===== src/rtl/adder_periph_pkg.sv =====
package adder_periph_pkg;

    typedef enum logic [2:0] {
        ST_IDLE       = 3'd0,
        ST_WRITE_WAIT = 3'd1,
        ST_WRITE      = 3'd2,
        ST_WRITE_RESP = 3'd3,
        ST_READ       = 3'd4
    } txn_state_e;

    localparam logic [1:0]  RESP_OKAY        = 2'b00;
    localparam logic [31:0] UNMAPPED_PATTERN = 32'hDEAD_BEEF;

    localparam int OFS_OPA  = 'h00;
    localparam int OFS_OPB  = 'h04;
    localparam int OFS_SUM  = 'h08;
    localparam int OFS_CRY  = 'h0C;
    localparam int OFS_CTRL = 'h10;

    localparam int CTRL_START_BIT = 0;
    localparam int CTRL_READY_BIT = 1;

endpackage


===== src/rtl/adder_core.sv =====
module adder_core #(
    parameter int WIDTH = 32
) (
    input  logic [WIDTH-1:0] op_a,
    input  logic [WIDTH-1:0] op_b,
    output logic [WIDTH-1:0] sum,
    output logic             carry
);
    localparam int EXT_W = WIDTH + 1;

    logic [EXT_W-1:0] wide;

    always_comb begin
        wide  = {1'b0, op_a} + {1'b0, op_b};
        sum   = wide[WIDTH-1:0];
        carry = wide[EXT_W-1];
    end

endmodule


===== src/rtl/adder_axil_ctrl.sv =====
module adder_axil_ctrl
    import adder_periph_pkg::*;
#(
    parameter int ADDR_W = 32,
    parameter int DATA_W = 32
) (
    input  logic              clk,
    input  logic              rst_n,
    input  logic [ADDR_W-1:0] awaddr,
    input  logic              awvalid,
    output logic              awready,
    input  logic [DATA_W-1:0] wdata,
    input  logic              wvalid,
    output logic              wready,
    output logic              bvalid,
    input  logic              bready,
    input  logic [ADDR_W-1:0] araddr,
    input  logic              arvalid,
    output logic              arready,
    output logic              rvalid,
    input  logic              rready,
    output logic              wr_commit,
    output logic [ADDR_W-1:0] wr_addr,
    output logic [DATA_W-1:0] wr_data,
    output logic              rd_capture,
    output logic [ADDR_W-1:0] rd_addr
);
    txn_state_e state_q, state_d;

    logic              aw_held_q, w_held_q;
    logic [ADDR_W-1:0] awaddr_q;
    logic [DATA_W-1:0] wdata_q;
    logic              aw_hs, w_hs, ar_hs, b_hs, r_hs;

    assign aw_hs = awvalid && awready;
    assign w_hs  = wvalid  && wready;
    assign ar_hs = arvalid && arready;
    assign b_hs  = (state_q == ST_WRITE_RESP) && bready;
    assign r_hs  = (state_q == ST_READ) && rready;

    // State register
    always_ff @(posedge clk) begin
        if (!rst_n) begin
            state_q <= ST_IDLE;
        end else begin
            state_q <= state_d;
        end
    end

    // Transitions
    always_comb begin
        state_d = state_q;
        unique case (state_q)
            ST_IDLE: begin
                if (aw_hs && w_hs) begin
                    state_d = ST_WRITE;
                end else if (aw_hs || w_hs) begin
                    state_d = ST_WRITE_WAIT;
                end else if (ar_hs) begin
                    state_d = ST_READ;
                end
            end
            ST_WRITE_WAIT: begin
                if (aw_hs || w_hs) begin
                    state_d = ST_WRITE;
                end
            end
            ST_WRITE:      state_d = ST_WRITE_RESP;
            ST_WRITE_RESP: if (b_hs) state_d = ST_IDLE;
            ST_READ:       if (r_hs) state_d = ST_IDLE;
            default:       state_d = ST_IDLE;
        endcase
    end

    // Channel outputs per state
    always_comb begin
        awready = 1'b0;
        wready  = 1'b0;
        arready = 1'b0;
        bvalid  = 1'b0;
        rvalid  = 1'b0;
        unique case (state_q)
            ST_IDLE: begin
                awready = 1'b1;
                wready  = 1'b1;
                arready = !(awvalid || wvalid);
            end
            ST_WRITE_WAIT: begin
                awready = !aw_held_q;
                wready  = !w_held_q;
            end
            ST_WRITE_RESP: bvalid = 1'b1;
            ST_READ:       rvalid = 1'b1;
            default: ;
        endcase
    end

    // Hold whichever write half arrived first
    always_ff @(posedge clk) begin
        if (!rst_n) begin
            aw_held_q <= 1'b0;
            w_held_q  <= 1'b0;
            awaddr_q  <= '0;
            wdata_q   <= '0;
        end else begin
            if (aw_hs) begin
                awaddr_q  <= awaddr;
                aw_held_q <= 1'b1;
            end
            if (w_hs) begin
                wdata_q  <= wdata;
                w_held_q <= 1'b1;
            end
            if (state_q == ST_WRITE) begin
                aw_held_q <= 1'b0;
                w_held_q  <= 1'b0;
            end
        end
    end

    assign wr_commit  = (state_q == ST_WRITE);
    assign wr_addr    = awaddr_q;
    assign wr_data    = wdata_q;
    assign rd_capture = ar_hs;
    assign rd_addr    = araddr;

    AST_READIES_LOW_BUSY: assert property (@(posedge clk) disable iff (!rst_n)
        (state_q inside {ST_WRITE, ST_WRITE_RESP, ST_READ}) |-> !(awready || wready || arready));
    AST_WAIT_ONE_MISSING: assert property (@(posedge clk) disable iff (!rst_n)
        (state_q == ST_WRITE_WAIT) |-> $onehot({awready, wready}));
    AST_WRITES_FIRST: assert property (@(posedge clk) disable iff (!rst_n)
        (awvalid || wvalid) |-> !arready);
    AST_BVALID_HELD: assert property (@(posedge clk) disable iff (!rst_n)
        (bvalid && !bready) |=> bvalid);
    AST_COMMIT_THEN_RESP: assert property (@(posedge clk) disable iff (!rst_n)
        wr_commit |=> bvalid);
    AST_COMMIT_HAS_BOTH: assert property (@(posedge clk) disable iff (!rst_n)
        wr_commit |-> (aw_held_q && w_held_q));

endmodule


===== src/rtl/adder_regfile.sv =====
module adder_regfile
    import adder_periph_pkg::*;
#(
    parameter int ADDR_W = 32,
    parameter int DATA_W = 32
) (
    input  logic              clk,
    input  logic              rst_n,
    input  logic              wr_commit,
    input  logic [ADDR_W-1:0] wr_addr,
    input  logic [DATA_W-1:0] wr_data,
    input  logic              rd_capture,
    input  logic [ADDR_W-1:0] rd_addr,
    output logic [DATA_W-1:0] rdata
);
    localparam logic [ADDR_W-1:0] A_OPA  = ADDR_W'(OFS_OPA);
    localparam logic [ADDR_W-1:0] A_OPB  = ADDR_W'(OFS_OPB);
    localparam logic [ADDR_W-1:0] A_SUM  = ADDR_W'(OFS_SUM);
    localparam logic [ADDR_W-1:0] A_CRY  = ADDR_W'(OFS_CRY);
    localparam logic [ADDR_W-1:0] A_CTRL = ADDR_W'(OFS_CTRL);

    logic [DATA_W-1:0] opa_q, opb_q, sum_q, rdata_q, rd_mux, add_sum;
    logic              carry_q, ready_q, add_carry;
    logic              seen_sum_q, seen_cry_q;
    logic              start_cmd;

    adder_core #(.WIDTH(DATA_W)) u_add (
        .op_a  (opa_q),
        .op_b  (opb_q),
        .sum   (add_sum),
        .carry (add_carry)
    );

    assign start_cmd = wr_commit && (wr_addr == A_CTRL) && wr_data[CTRL_START_BIT];

    always_comb begin
        rd_mux = DATA_W'(UNMAPPED_PATTERN);
        if (rd_addr == A_OPA)  rd_mux = opa_q;
        if (rd_addr == A_OPB)  rd_mux = opb_q;
        if (rd_addr == A_SUM)  rd_mux = sum_q;
        if (rd_addr == A_CRY)  rd_mux = DATA_W'(carry_q);
        if (rd_addr == A_CTRL) rd_mux = DATA_W'({ready_q, 1'b0});
    end

    always_ff @(posedge clk) begin
        if (!rst_n) begin
            opa_q      <= '0;
            opb_q      <= '0;
            sum_q      <= '0;
            carry_q    <= 1'b0;
            ready_q    <= 1'b0;
            seen_sum_q <= 1'b0;
            seen_cry_q <= 1'b0;
            rdata_q    <= '0;
        end else begin
            if (wr_commit && wr_addr == A_OPA) opa_q <= wr_data;
            if (wr_commit && wr_addr == A_OPB) opb_q <= wr_data;
            if (start_cmd) begin
                sum_q      <= add_sum;
                carry_q    <= add_carry;
                ready_q    <= 1'b1;
                seen_sum_q <= 1'b0;
                seen_cry_q <= 1'b0;
            end
            if (rd_capture) begin
                rdata_q <= rd_mux;
                if (ready_q && rd_addr == A_SUM) begin
                    if (seen_cry_q) begin
                        ready_q    <= 1'b0;
                        seen_cry_q <= 1'b0;
                    end else begin
                        seen_sum_q <= 1'b1;
                    end
                end
                if (ready_q && rd_addr == A_CRY) begin
                    if (seen_sum_q) begin
                        ready_q    <= 1'b0;
                        seen_sum_q <= 1'b0;
                    end else begin
                        seen_cry_q <= 1'b1;
                    end
                end
            end
        end
    end

    assign rdata = rdata_q;

    AST_START_SETS_READY: assert property (@(posedge clk) disable iff (!rst_n)
        start_cmd |=> ready_q);
    AST_CLEAR_ON_READ: assert property (@(posedge clk) disable iff (!rst_n)
        (ready_q && !start_cmd) |=> (ready_q || $past(rd_capture)));
    AST_CLEAR_NEEDS_BOTH: assert property (@(posedge clk) disable iff (!rst_n)
        (rd_capture && rd_addr == A_SUM && !seen_cry_q) |=> ready_q == $past(ready_q));
    AST_OPS_STABLE_NO_WRITE: assert property (@(posedge clk) disable iff (!rst_n)
        !wr_commit |=> ($stable(opa_q) && $stable(opb_q)));

endmodule


===== src/rtl/axil_adder_periph.sv =====
module axil_adder_periph
    import adder_periph_pkg::*;
#(
    parameter int ADDR_W = 32,
    parameter int DATA_W = 32
) (
    input  logic              clk,
    input  logic              rst_n,
    input  logic [ADDR_W-1:0] s_awaddr,
    input  logic              s_awvalid,
    output logic              s_awready,
    input  logic [DATA_W-1:0] s_wdata,
    input  logic              s_wvalid,
    output logic              s_wready,
    output logic [1:0]        s_bresp,
    output logic              s_bvalid,
    input  logic              s_bready,
    input  logic [ADDR_W-1:0] s_araddr,
    input  logic              s_arvalid,
    output logic              s_arready,
    output logic [DATA_W-1:0] s_rdata,
    output logic [1:0]        s_rresp,
    output logic              s_rvalid,
    input  logic              s_rready
);
    logic              wr_commit, rd_capture;
    logic [ADDR_W-1:0] wr_addr, rd_addr;
    logic [DATA_W-1:0] wr_data;

    adder_axil_ctrl #(.ADDR_W(ADDR_W), .DATA_W(DATA_W)) u_ctrl (
        .clk        (clk),
        .rst_n      (rst_n),
        .awaddr     (s_awaddr),
        .awvalid    (s_awvalid),
        .awready    (s_awready),
        .wdata      (s_wdata),
        .wvalid     (s_wvalid),
        .wready     (s_wready),
        .bvalid     (s_bvalid),
        .bready     (s_bready),
        .araddr     (s_araddr),
        .arvalid    (s_arvalid),
        .arready    (s_arready),
        .rvalid     (s_rvalid),
        .rready     (s_rready),
        .wr_commit  (wr_commit),
        .wr_addr    (wr_addr),
        .wr_data    (wr_data),
        .rd_capture (rd_capture),
        .rd_addr    (rd_addr)
    );

    adder_regfile #(.ADDR_W(ADDR_W), .DATA_W(DATA_W)) u_regs (
        .clk        (clk),
        .rst_n      (rst_n),
        .wr_commit  (wr_commit),
        .wr_addr    (wr_addr),
        .wr_data    (wr_data),
        .rd_capture (rd_capture),
        .rd_addr    (rd_addr),
        .rdata      (s_rdata)
    );

    assign s_bresp = RESP_OKAY;
    assign s_rresp = RESP_OKAY;

    AST_RDATA_HELD: assert property (@(posedge clk) disable iff (!rst_n)
        (s_rvalid && !s_rready) |=> (s_rvalid && $stable(s_rdata)));
    AST_ONE_RESPONSE: assert property (@(posedge clk) disable iff (!rst_n)
        !(s_bvalid && s_rvalid));

endmodule


===== config.mk =====
export PLATFORM = sky130hd
export DESIGN_NAME = axil_adder_periph
export DESIGN_NICKNAME = d
export VERILOG_FILES = /design/src/rtl/adder_periph_pkg.sv /design/src/rtl/adder_core.sv /design/src/rtl/adder_axil_ctrl.sv /design/src/rtl/adder_regfile.sv /design/src/rtl/axil_adder_periph.sv
export SDC_FILE = /design/constraint.sdc
export NUM_CORES = 1
export LEC_CHECK = 0
export BUFFER_PORTS_ARGS = -buffer_cell sky130_fd_sc_hd__buf_4
export CAP_MARGIN = 25
export CORE_MARGIN = 2
export CORE_UTILIZATION = 52
export DETAILED_ROUTE_END_ITERATION = 12
export PLACE_DENSITY = 0.76
export RECOVER_POWER = 25
export SLEW_MARGIN = 20
export SYNTH_ARGS = -nofsm -noshare
export SYNTH_HDL_FRONTEND = slang
export SYNTH_SLANG_ARGS = --single-unit
export TNS_END_PERCENT = 50

===== constraint.sdc =====
create_clock -name clk -period 2.4 [get_ports clk]
set_input_delay 0.48 -clock clk [delete_from_list [all_inputs] [get_ports clk]]
set_output_delay 0.48 -clock clk [all_outputs]
set_load 0.1 [all_outputs]

==> Word-level counts from Yosys, hierarchy flattened <==
Index checks and enable logic that the tools add are counted.
{ "totals": {"ff_bits": 201, "latch_bits": 0, "mem_bits_rw": 0, "romBits": 0, "inputBits": 103, "output_inout_bits": 41, "wordCells": 86, "memories": 0} }
{ "classes": {"n_addsub": 1, "mul": 0, "div": 0, "order_cmp": 0, "n_eq_ne": 14, "shifts": 0, "muxes": 35, "bitwise": 1, "reduce_logical": 22} }
{ "ops": {"columns": ["operator", "n"], "rows": [
  ["$mux W32", 5],
  ["$eq A32 B3 Y1 const B", 2],
  ["$eq A32 B4 Y1 const B", 2],
  ["$eq A32 B5 Y1 const B", 2],
  ["$logic_not A32 Y1", 2],
  ["$add A32 B32 Y33", 1],
  ["$mux W1", 21],
  ["$mux W3", 6],
  ["$pmux W3 S5", 1],
  ["$logic_and A1 B1 Y1", 12],
  ["$eq A3 B2 Y1 const B", 2],
  ["$ne A2 B1 Y1 const B", 3],
  ["$ne A4 B2 Y1 const B", 1],
  ["$pmux W1 S2", 2],
  ["$reduce_and A4 Y1", 1],
  ["$eq A3 B1 Y1 const B", 1],
  ["$eq A3 B3 Y1 const B", 1],
  ["$logic_not A1 Y1", 3],
  ["$logic_not A3 Y1", 1],
  ["$logic_or A1 B1 Y1", 2],
  ["$reduce_or A2 Y1", 1],
  ["$not A1 Y1", 1]
]} }

==> Longest topological paths before layout <==
Gate-level depths: netlist of the first run.
{ "logic_depth": {"word_depth": 9, "mapped_depth": 12} }

==> Cells and area by module <==
From an unflattened synthesis of the first run, not the netlist that was laid out.
{ "hier_totals": {"hier_cells": 1324, "area_unflattened_um2": 10905.5} }
{ "modules_own_cells": {"columns": ["mod", "n_inst", "cells_per_inst", "area_each_um2"], "rows": [
  ["adder_regfile", 1, 734, 6224.7],
  ["adder_axil_ctrl", 1, 354, 2986.6],
  ["adder_core", 1, 231, 1660.3],
  ["axil_adder_periph", 1, 5, 33.8]
]} }

==> Least setup slack after synthesis of the first run <==
No wires, ideal clock.
{ "synth_path": {"kind": "register -> register", "from": "register u_ctrl.state_q[0]", "to": "register u_ctrl.state_q[0]", "setup_ns": 0.080, "arrival_time_ns": 4.727, "t_required_ns": 2.320, "slack_ns": -2.407, "stages_incl_launch_ff": 13, "path_buffers": 2, "synth_period_minus_slack_ns": 4.807, "cell_sequence": "dfxtp_1 > clkbuf_1 > a211oi_1 > nand2_1 > clkbuf_1 > ha_1 > nor2_1 > a21oi_1 > a32oi_1 > o31ai_1 > nor3_1 > a21oi_1 > nor3b_1"} }
{ "synth_via": {"elab_chain_cells": 7} }
{ "synth_lines": {"columns": ["element", "line", "text"], "rows": [
  ["start: declaration", "adder_axil_ctrl.sv:28", "txn_state_e state_q, state_d;"],
  ["start signal: assignment", "adder_axil_ctrl.sv:46", "state_q <= state_d;"],
  ["$eq A3 B1 Y1 / $logic_not A3 Y1 (equally long branches)", "adder_axil_ctrl.sv:82", "unique case (state_q)"],
  ["$pmux W1 S2 (*)", "adder_axil_ctrl.sv:82", null],
  ["named net s_awready", "axil_adder_periph.sv:11", "output logic s_awready,"],
  ["$logic_and A1 B1 Y1 (*)", "adder_axil_ctrl.sv:35", "assign aw_hs = awvalid && awready;"],
  ["$logic_or A1 B1 Y1", "adder_axil_ctrl.sv:57, adder_axil_ctrl.sv:64", null],
  ["$mux W3", "adder_axil_ctrl.sv:57", "end else if (aw_hs || w_hs) begin"],
  ["$mux W3", "adder_axil_ctrl.sv:55", "if (aw_hs && w_hs) begin"],
  ["$pmux W3 S5", "adder_axil_ctrl.sv:53", "unique case (state_q)"]
]} }
Mark *: on every way through the listed nets, which the timed path passes. The rest lies on a longest branch.
A chain may end at the register's enable or synchronous reset.

==> Worst setup path in the final report of the first run <==
{ "layout_path": {"from": "register u_regs.opb_q[0]", "to": "register u_regs.sum_q[24]"} }
{ "layout_via": {"elab_chain_cells": 1} }
{ "layout_lines": {"columns": ["element", "line", "text"], "rows": [
  ["start: declaration", "adder_regfile.sv:22", "logic [DATA_W-1:0] opa_q, opb_q, sum_q, rdata_q, rd_mux, add_sum;"],
  ["start signal: assignment", "adder_regfile.sv:57", "if (wr_commit && wr_addr == A_OPB) opb_q <= wr_data;"],
  ["$add A32 B32 Y33", "adder_core.sv:14", "wide = {1'b0, op_a} + {1'b0, op_b};"],
  ["end signal: assignment", "adder_regfile.sv:59", "sum_q <= add_sum;"],
  ["end: declaration", "adder_regfile.sv:22", null]
]} }
No other way between the ends.

==> summary.txt, run 1 <==
Timing
  – Worst clock skew: approximately 16 ps
  – RSZ-0062 raised after global routing: true
  – Rel. slew slack: 0.4687
  – Fmax: around 410 MHz
  – Setup violators final: 4
  – Slew at the pin closest to its max-slew limit: 797.0 ps
  – Final Hold Vio Count: 0
  – Tcrit/Tclk final: 1.022
  – Final Worst Setup Slack: -51.76 ps
  – Max-slew violation count: 0
  – Total Neg Setup Slack: -98.78 ps
  – Min Hold Slack: 234.3 ps
  – Tmin final: 2452 ps

Global routing
  – Total GRT Usage: 0.2715
  – First-pass GRT wire length: ~46000 µm
  – Total grt overflow: 0
  – Largest net degree at the start of global routing: between 70 and 80
  – Vias in the first global route: roughly 9000
  – Initial antenna violation count: 0

Critical path
  – Crit start category: flop
  – Worst setup path endpoint: u_regs.sum_q[24]
  – RR Startpoint: u_regs.opb_q[0]
  – R2R cell count: 9
  – Max incr delay on CP: between 400 and 500 ps
  – Type of the worst setup path: reg -> reg
  – Critical path origin: u_regs.opb_q[0]
  – Reg2Reg Capture Point: u_regs.sum_q[24]
  – CP arrival: 2830 ps
  – Worst path cell trace: ha_4 -> fa_2 -> a211oi_4 -> o211ai_1 -> nand4_1 -> a2111o_1 -> a31oi_1 -> mux2i_1 -> nand3_1
  – Worst Setup End Kind: flop
  – Highest fanout seen on the critical path: 3
  – Slowest CP cell: a2111o_1
  – R2R setup slack: -50 ps
  – CP required: around 2800 ps

Finish
  – Final instance area: roughly 0.013 mm²
  – Fill count: between 1500 and 2000
  – Layout cells sized above 1: 0.2511
  – Nets: 1509
  – Synth-to-layout area growth: 26.63%
  – Finished Core Util: 0.6689
  – Antenna cells: 0

Place
  – Area after DPL: 0.01214 mm²
  – Routability cong.: approximately 0.94
  – Port Buffer Count: about 140
  – HPWL Detailed: 19640 µm
  – Pre-CTS setup slack: -59.32 ps

Yosys
  – Ys flop type: dfxtp_1
  – Yosys cell types: 69
  – EDFF count, synth: 0
  – Sequential area share after synthesis: 0.3914
  – Mapped Cells: about 1200
  – Area leader, netlist: dfxtp_1
  – Most common cell in the netlist: dfxtp_1
  – Synth cell count leaders: dfxtp_1, nand2_1, nor2b_1, a21boi_0, mux2i_1
  – Ys async rst share: 0
  – Warnings, synthesis: 0
  – Synth Cell Area: a little over 0.01 mm²
  – Yosys top cell area share: 0.3914
  – Synthesized area per cell: around 8.6 µm²
  – Synth area leaders: dfxtp_1, mux2i_1, nand2_1
  – Post-synthesis sequential element count: about 200

Clock network
  – Clock Sinks: between 200 and 250
  – Htree depth: 1
  – CTS Buf Count: 23
  – CTS tree: yes
  – Clk buf depth: 3
  – Clock Root Buffer: clkbuf_16
  – Worst-path clk slew: ~60 ps
  – Hold-fix buffers, CTS: 0
  – Clock Latency Late Sink: 510 ps

Power and ir drop
  – PwrDens: 760.4 mW/mm²
  – Maximum VDD drop: around 460 µV
  – Leak: approximately 0.0056 µW

Die
  – Site Rows: around 50
  – I/O Pins: about 140
  – Die H: 144.6 µm
  – Starting Density: 0.5282
  – Die area: between 0.02 and 0.025 mm²
  – Core Region: 0.01946 mm²
  – Die Width: 144.6 µm

Flow run
  – Max-Cap Viols: 0

Worst hold path
  – Worst min path class: in -> reg

Drt
  – DRC viols: 0
  – Vias per inst: about 5.7
  – Total wire length: 28890 µm
  – DR pass1 iterations: 5
  – Starting DRT DRC Count: 762
  – WL/cell: ~17 µm
  – Via count: 9431
  – DRT antenna net count: 0

Status
  – Status: finished, violations left
  – Failing checks: setup timing
layout by cell type (no fill, tap or decap), drive strengths merged, types with 9 or more instances in the layout:
cell	n
a211oi	27
a21boi	74
a21o	12
a21oi	70
a31oi	10
and2	9
buf	203
clkbuf	68
dfxtp	201
ha	34
inv	15
mux2	23
mux2i	74
nand2	189
nand3	29
nand4	12
nor2	30
nor2b	83
nor3	16
nor4	14
o211ai	14
o21ai	41
o22ai	23
per-layer routing:
layer	track usage	routed length (µm)	share of wire
met1	0.3683	13020	0.45
met2	0.4430	13570	0.47
met3	0.05331	1662	0.058
met4	0.07205	638	0.022
met5	0	0	0
how the worst min path moves through the flow:
stage                          start  cells after the start  slack (ps)                 end
finish                  s_awaddr[20]                      3         230  u_ctrl.wr_addr[20]
global route             s_wdata[17]                      3         230  u_ctrl.wr_data[17]
detailed placement  u_regs.sum_q[25]                      2         450    u_regs.sum_q[25]
CTS                      s_wdata[18]                      3         230  u_ctrl.wr_data[18]
floorplan           u_regs.sum_q[25]                      2         430    u_regs.sum_q[25]
global placement    u_regs.sum_q[25]                      2         450    u_regs.sum_q[25]
timing repair:
item                                    CTS  global route
setup buffers                             2             4
pin swaps                                 9            18
resized for setup                        10            30
endpoints found under the setup margin    8            22
layout make-up:
cell class              instances  area [µm²]  area share
multi-input cells             893        6086      0.4675
flip-flops and latches        201        4029      0.3095
repair buffers                237        1755      0.1349
clock buffers                  34       676.9     0.05200
well taps                     265       331.6     0.02547
clock inverters                 6       82.58    0.006344
inverters                      15       56.30    0.004325
flip-flops by register name, indices dropped and copies added (netlist names):
| register | count |
|---|---|
| u_regs.opa_q | 32 |
| u_regs.opb_q | 32 |
| u_regs.sum_q | 32 |
| u_ctrl.state_q | 3 |
| u_regs.seen_cry_q | 1 |
| u_regs.seen_sum_q | 1 |
| u_ctrl.wr_addr | 32 |
| u_regs.carry_q | 1 |
| u_ctrl.w_held_q | 1 |
| u_regs.rdata | 32 |
| u_ctrl.wr_data | 32 |
| u_ctrl.aw_held_q | 1 |
| u_regs.ready_q | 1 |
cell families (layout without fill, tap and decap cells):
kind of cell	count (synthesis)	count (layout)	synth area share
compound gates	321	321	0.2101
xor+xnor	14	14	0.01193
fa+ha+maj	35	35	0.04333
buf+inv	100	292	0.03944
flops	201	201	0.3914
mux	98	98	0.09944
other cells	1	4	0.0003648
simple gates	421	421	0.2040
stage by stage:
| stage | instances | total power [µW] |
|---|---|---|
| final | 1651 | 9899 |
| after global placement | 1605 | 6434 |
| after global routing | 1651 | 10340 |
| after CTS | 1647 | 9973 |
| after detailed placement | 1605 | 6474 |
| after floorplan | 1194 | 5783 |
report_power, final:
group,total [µW],switching [µW],internal (µW)
Sequential,3870,230,3640
Clock,3520,1360,2150
Combinational,2510,1750,762
critical path, delay by kind of cell (launching register included):
kind / cells / cell delay, ps
flip-flops: 1 / 350
adder cells (fa/ha/maj): 2 / 400
AO/OA/AOI/OAI: 4 / 1010
AND/OR/NAND/NOR: 2 / 350
multiplexers: 1 / 220
Power figures use the tool's default switching activity.
==> run 2, diff against run 1 <==
--- a/config.mk
+++ b/config.mk
@@ -5,7 +5,7 @@
 export SDC_FILE = /design/constraint.sdc
 export NUM_CORES = 1
 export LEC_CHECK = 0
-export BUFFER_PORTS_ARGS = -buffer_cell sky130_fd_sc_hd__buf_4
+export BUFFER_PORTS_ARGS = -buffer_cell sky130_fd_sc_hd__buf_2
 export CAP_MARGIN = 25
 export CORE_MARGIN = 2
 export CORE_UTILIZATION = 52
==> run 2 against run 1 <==
  * Count of clock-buffer cells in the layout fell by 2
  * Critical path type unchanged
  * The run now ends clean
  * Non-clock buffer count fell by 10
  * Setup slack improved by 71 ps
  * Power fell by 4.8%
  * Critical endpoint is now u_regs.sum_q[28]
  * Largest cell class unchanged
==> summary.txt, run 2 (synthesized netlist as in run 1, its figures left out) <==
Finish
  – Finished Core Util: 0.6447 (-0.02411)
  – Nets: 1498 (-0.73%)
  – Commonest cells after routing, fill and taps aside: dfxtp_1, nand2_1, buf_2, buf_4, nor2b_1
  – Antenna cells: 0 (unchanged)
  – Synth-to-layout area growth: 22.07%
  – Layout cells sized above 1: 0.2411 (-0.01000)
  – Most common cell after layout, fill and taps aside: dfxtp_1

Power and ir drop
  – Power, Total: 9419 µW (-4.8%)
  – PwrDens: 750.6 mW/mm² (-1.3%)
  – Leak: 0.005450 µW (-3.5%)
  – Maximum VDD drop: 582.6 µV (+25%)

Timing
  – Max-slew violation count: 0 (unchanged)
  – RSZ-0062 raised after global routing: true
  – Worst clock skew: 7.497 ps (-8.456 ps)
  – Slew at the pin closest to its max-slew limit: 1036 ps (+239.5 ps)
  – Min Hold Slack: 213.2 ps (-21.09 ps)
  – Total Neg Setup Slack: 0 ps (+98.78 ps)
  – Fmax: 420.1 MHz (+3.0%)
  – Rel. slew slack: 0.3065 (-0.1622)
  – Final Hold Vio Count: 0 (unchanged)
  – Tcrit/Tclk final: 0.9919 (-0.02970)
  – Setup violators final: 0 (-4)
  – Tmin final: 2380 ps (-71.28 ps)

Drt
  – Vias per inst: 5.668 (-0.77%)
  – DRT antenna net count: 0 (unchanged)
  – Via count: 9285 (-1.5%)
  – Total wire length: 27840 µm (-3.6%)
  – DRC viols: 0 (unchanged)
  – WL/cell: 17.00 µm (-2.9%)
  – DR pass1 iterations: 5 (unchanged)
  – Starting DRT DRC Count: 716 (-6.0%)

Critical path
  – CP arrival: 2770 ps (-60 ps)
  – Highest fanout seen on the critical path: 5 (+2)
  – Crit start category: flop
  – Worst Setup End Kind: flop
  – Worst path cell trace: ha_1 -> a21oi_1 -> o21ai_0 -> a2111oi_1 -> a211o_1 -> and3_4 -> or2_1 -> o211ai_1
  – Slowest CP cell: a2111oi_1
  – R2R cell count: 8 (-1)
  – CP required: 2780 ps (about the same)
  – Type of the worst setup path: reg -> reg
  – Reg2Reg Capture Point: u_regs.sum_q[28]
  – Max incr delay on CP: 570 ps (+120 ps)
  – RR Startpoint: u_regs.opb_q[13]
  – R2R setup slack: 20 ps (+70 ps)

Die
  – Site Rows: 51 (unchanged)
  – Die Width: 144.6 µm (unchanged)
  – Starting Density: 0.5282 (unchanged)
  – I/O Pins: 144 (unchanged)
  – Die area: 0.02091 mm² (unchanged)
  – Die H: 144.6 µm (unchanged)
  – Core Region: 0.01946 mm² (unchanged)

Clock network
  – Clock Root Buffer: clkbuf_16
  – CTS tree: yes
  – CTS Buf Count: 22 (-4.3%)
  – Hold-fix buffers, CTS: 0 (unchanged)
  – Htree depth: 1 (unchanged)
  – Clock Latency Late Sink: 510 ps (about the same)
  – Clk buf depth: 3 (unchanged)
  – Clock Sinks: 201 (unchanged)
  – Worst-path clk slew: 60 ps (about the same)

Global routing
  – Initial antenna violation count: 0 (unchanged)
  – Total grt overflow: 0 (unchanged)
  – Total GRT Usage: 0.2652 (-0.006246)
  – First-pass GRT wire length: 44990 µm (-1.6%)
  – Largest net degree at the start of global routing: 147 (+100%)
  – Vias in the first global route: 8866 (-1.4%)

Status
  – Status: finished, final reports clean

Worst hold path
  – Hold EP: u_ctrl.wr_addr[8]
  – Hold Path Stages: 3 (unchanged)
  – Hold_sp: s_awaddr[8]
  – Worst min path class: in -> reg

Place
  – HPWL Detailed: 18760 µm (-4.5%)
  – Routability cong.: 0.9534 (+1.3%)
  – Port Buffer Count: 139 (unchanged)

Flow run
  – Max-Cap Viols: 0 (unchanged)
## run 2: routing by layer
layer,share of wire,global-route usage
met5,0,0
met4,0.034,0.09044
met3,0.048,0.03113
met2,0.45,0.4248
met1,0.47,0.3715
## run 2: how the worst max path moves through the flow
stage                     depth (start not counted)  slack [ps]         startpoint                 to
final                                             8          20   u_regs.opb_q[13]   u_regs.sum_q[28]
after global routing                              8        -160   u_regs.opb_q[13]   u_regs.sum_q[28]
after CTS                                        10          -8    u_regs.opa_q[0]   u_regs.sum_q[28]
after detailed placement                         10         -80    u_regs.opb_q[0]   u_regs.sum_q[28]
after global placement                           10         -50    u_regs.opb_q[0]   u_regs.sum_q[14]
after floorplan                                  12        -520  u_ctrl.state_q[0]  u_ctrl.state_q[0]
## run 2: repair_timing
item / CTS / global route
endpoints found under the setup margin: 14 / 20
buffers inserted: 4 / 4
pin swaps: 10 / 20
gates resized for setup: 9 / 30
## run 2: critical path, delay by kind of cell, from the launching register on
kind                     cells  cell delay [ps]
flip-flops                   1              320
AND/OR/NAND/NOR              2              300
AO/OA/AOI/OAI                5             1240
adder cells (fa/ha/maj)      1              380
## run 2: per-stage QoR
step | setup slack, ps | cells | instance area [µm²]
floorplan | -519.7 | 1194 | 10390
global placement | -50.09 | 1596 | 11710
detailed placement | -77.73 | 1596 | 11710
CTS | -7.946 | 1637 | 12420
global route | -160.2 | 1638 | 12550
finish | 19.51 | 1638 | 12550
## run 2: final cells by class
class                           count  area [µm²]
Fill cell                        1623        6914
Multi-Input combinational cell    893        6078
Sequential cell                   201        4026
Timing Repair Buffer              227        1409
Clock buffer                       32       619.3
Tap cell                          265       331.6
Inverter                           15       56.30
Clock inverter                      5       27.53
## run 2: where the power goes
group	internal, µW	total [µW]	switching, µW
Clock	1780	3130	1350
Combinational	686	2430	1750
Sequential	3640	3860	221
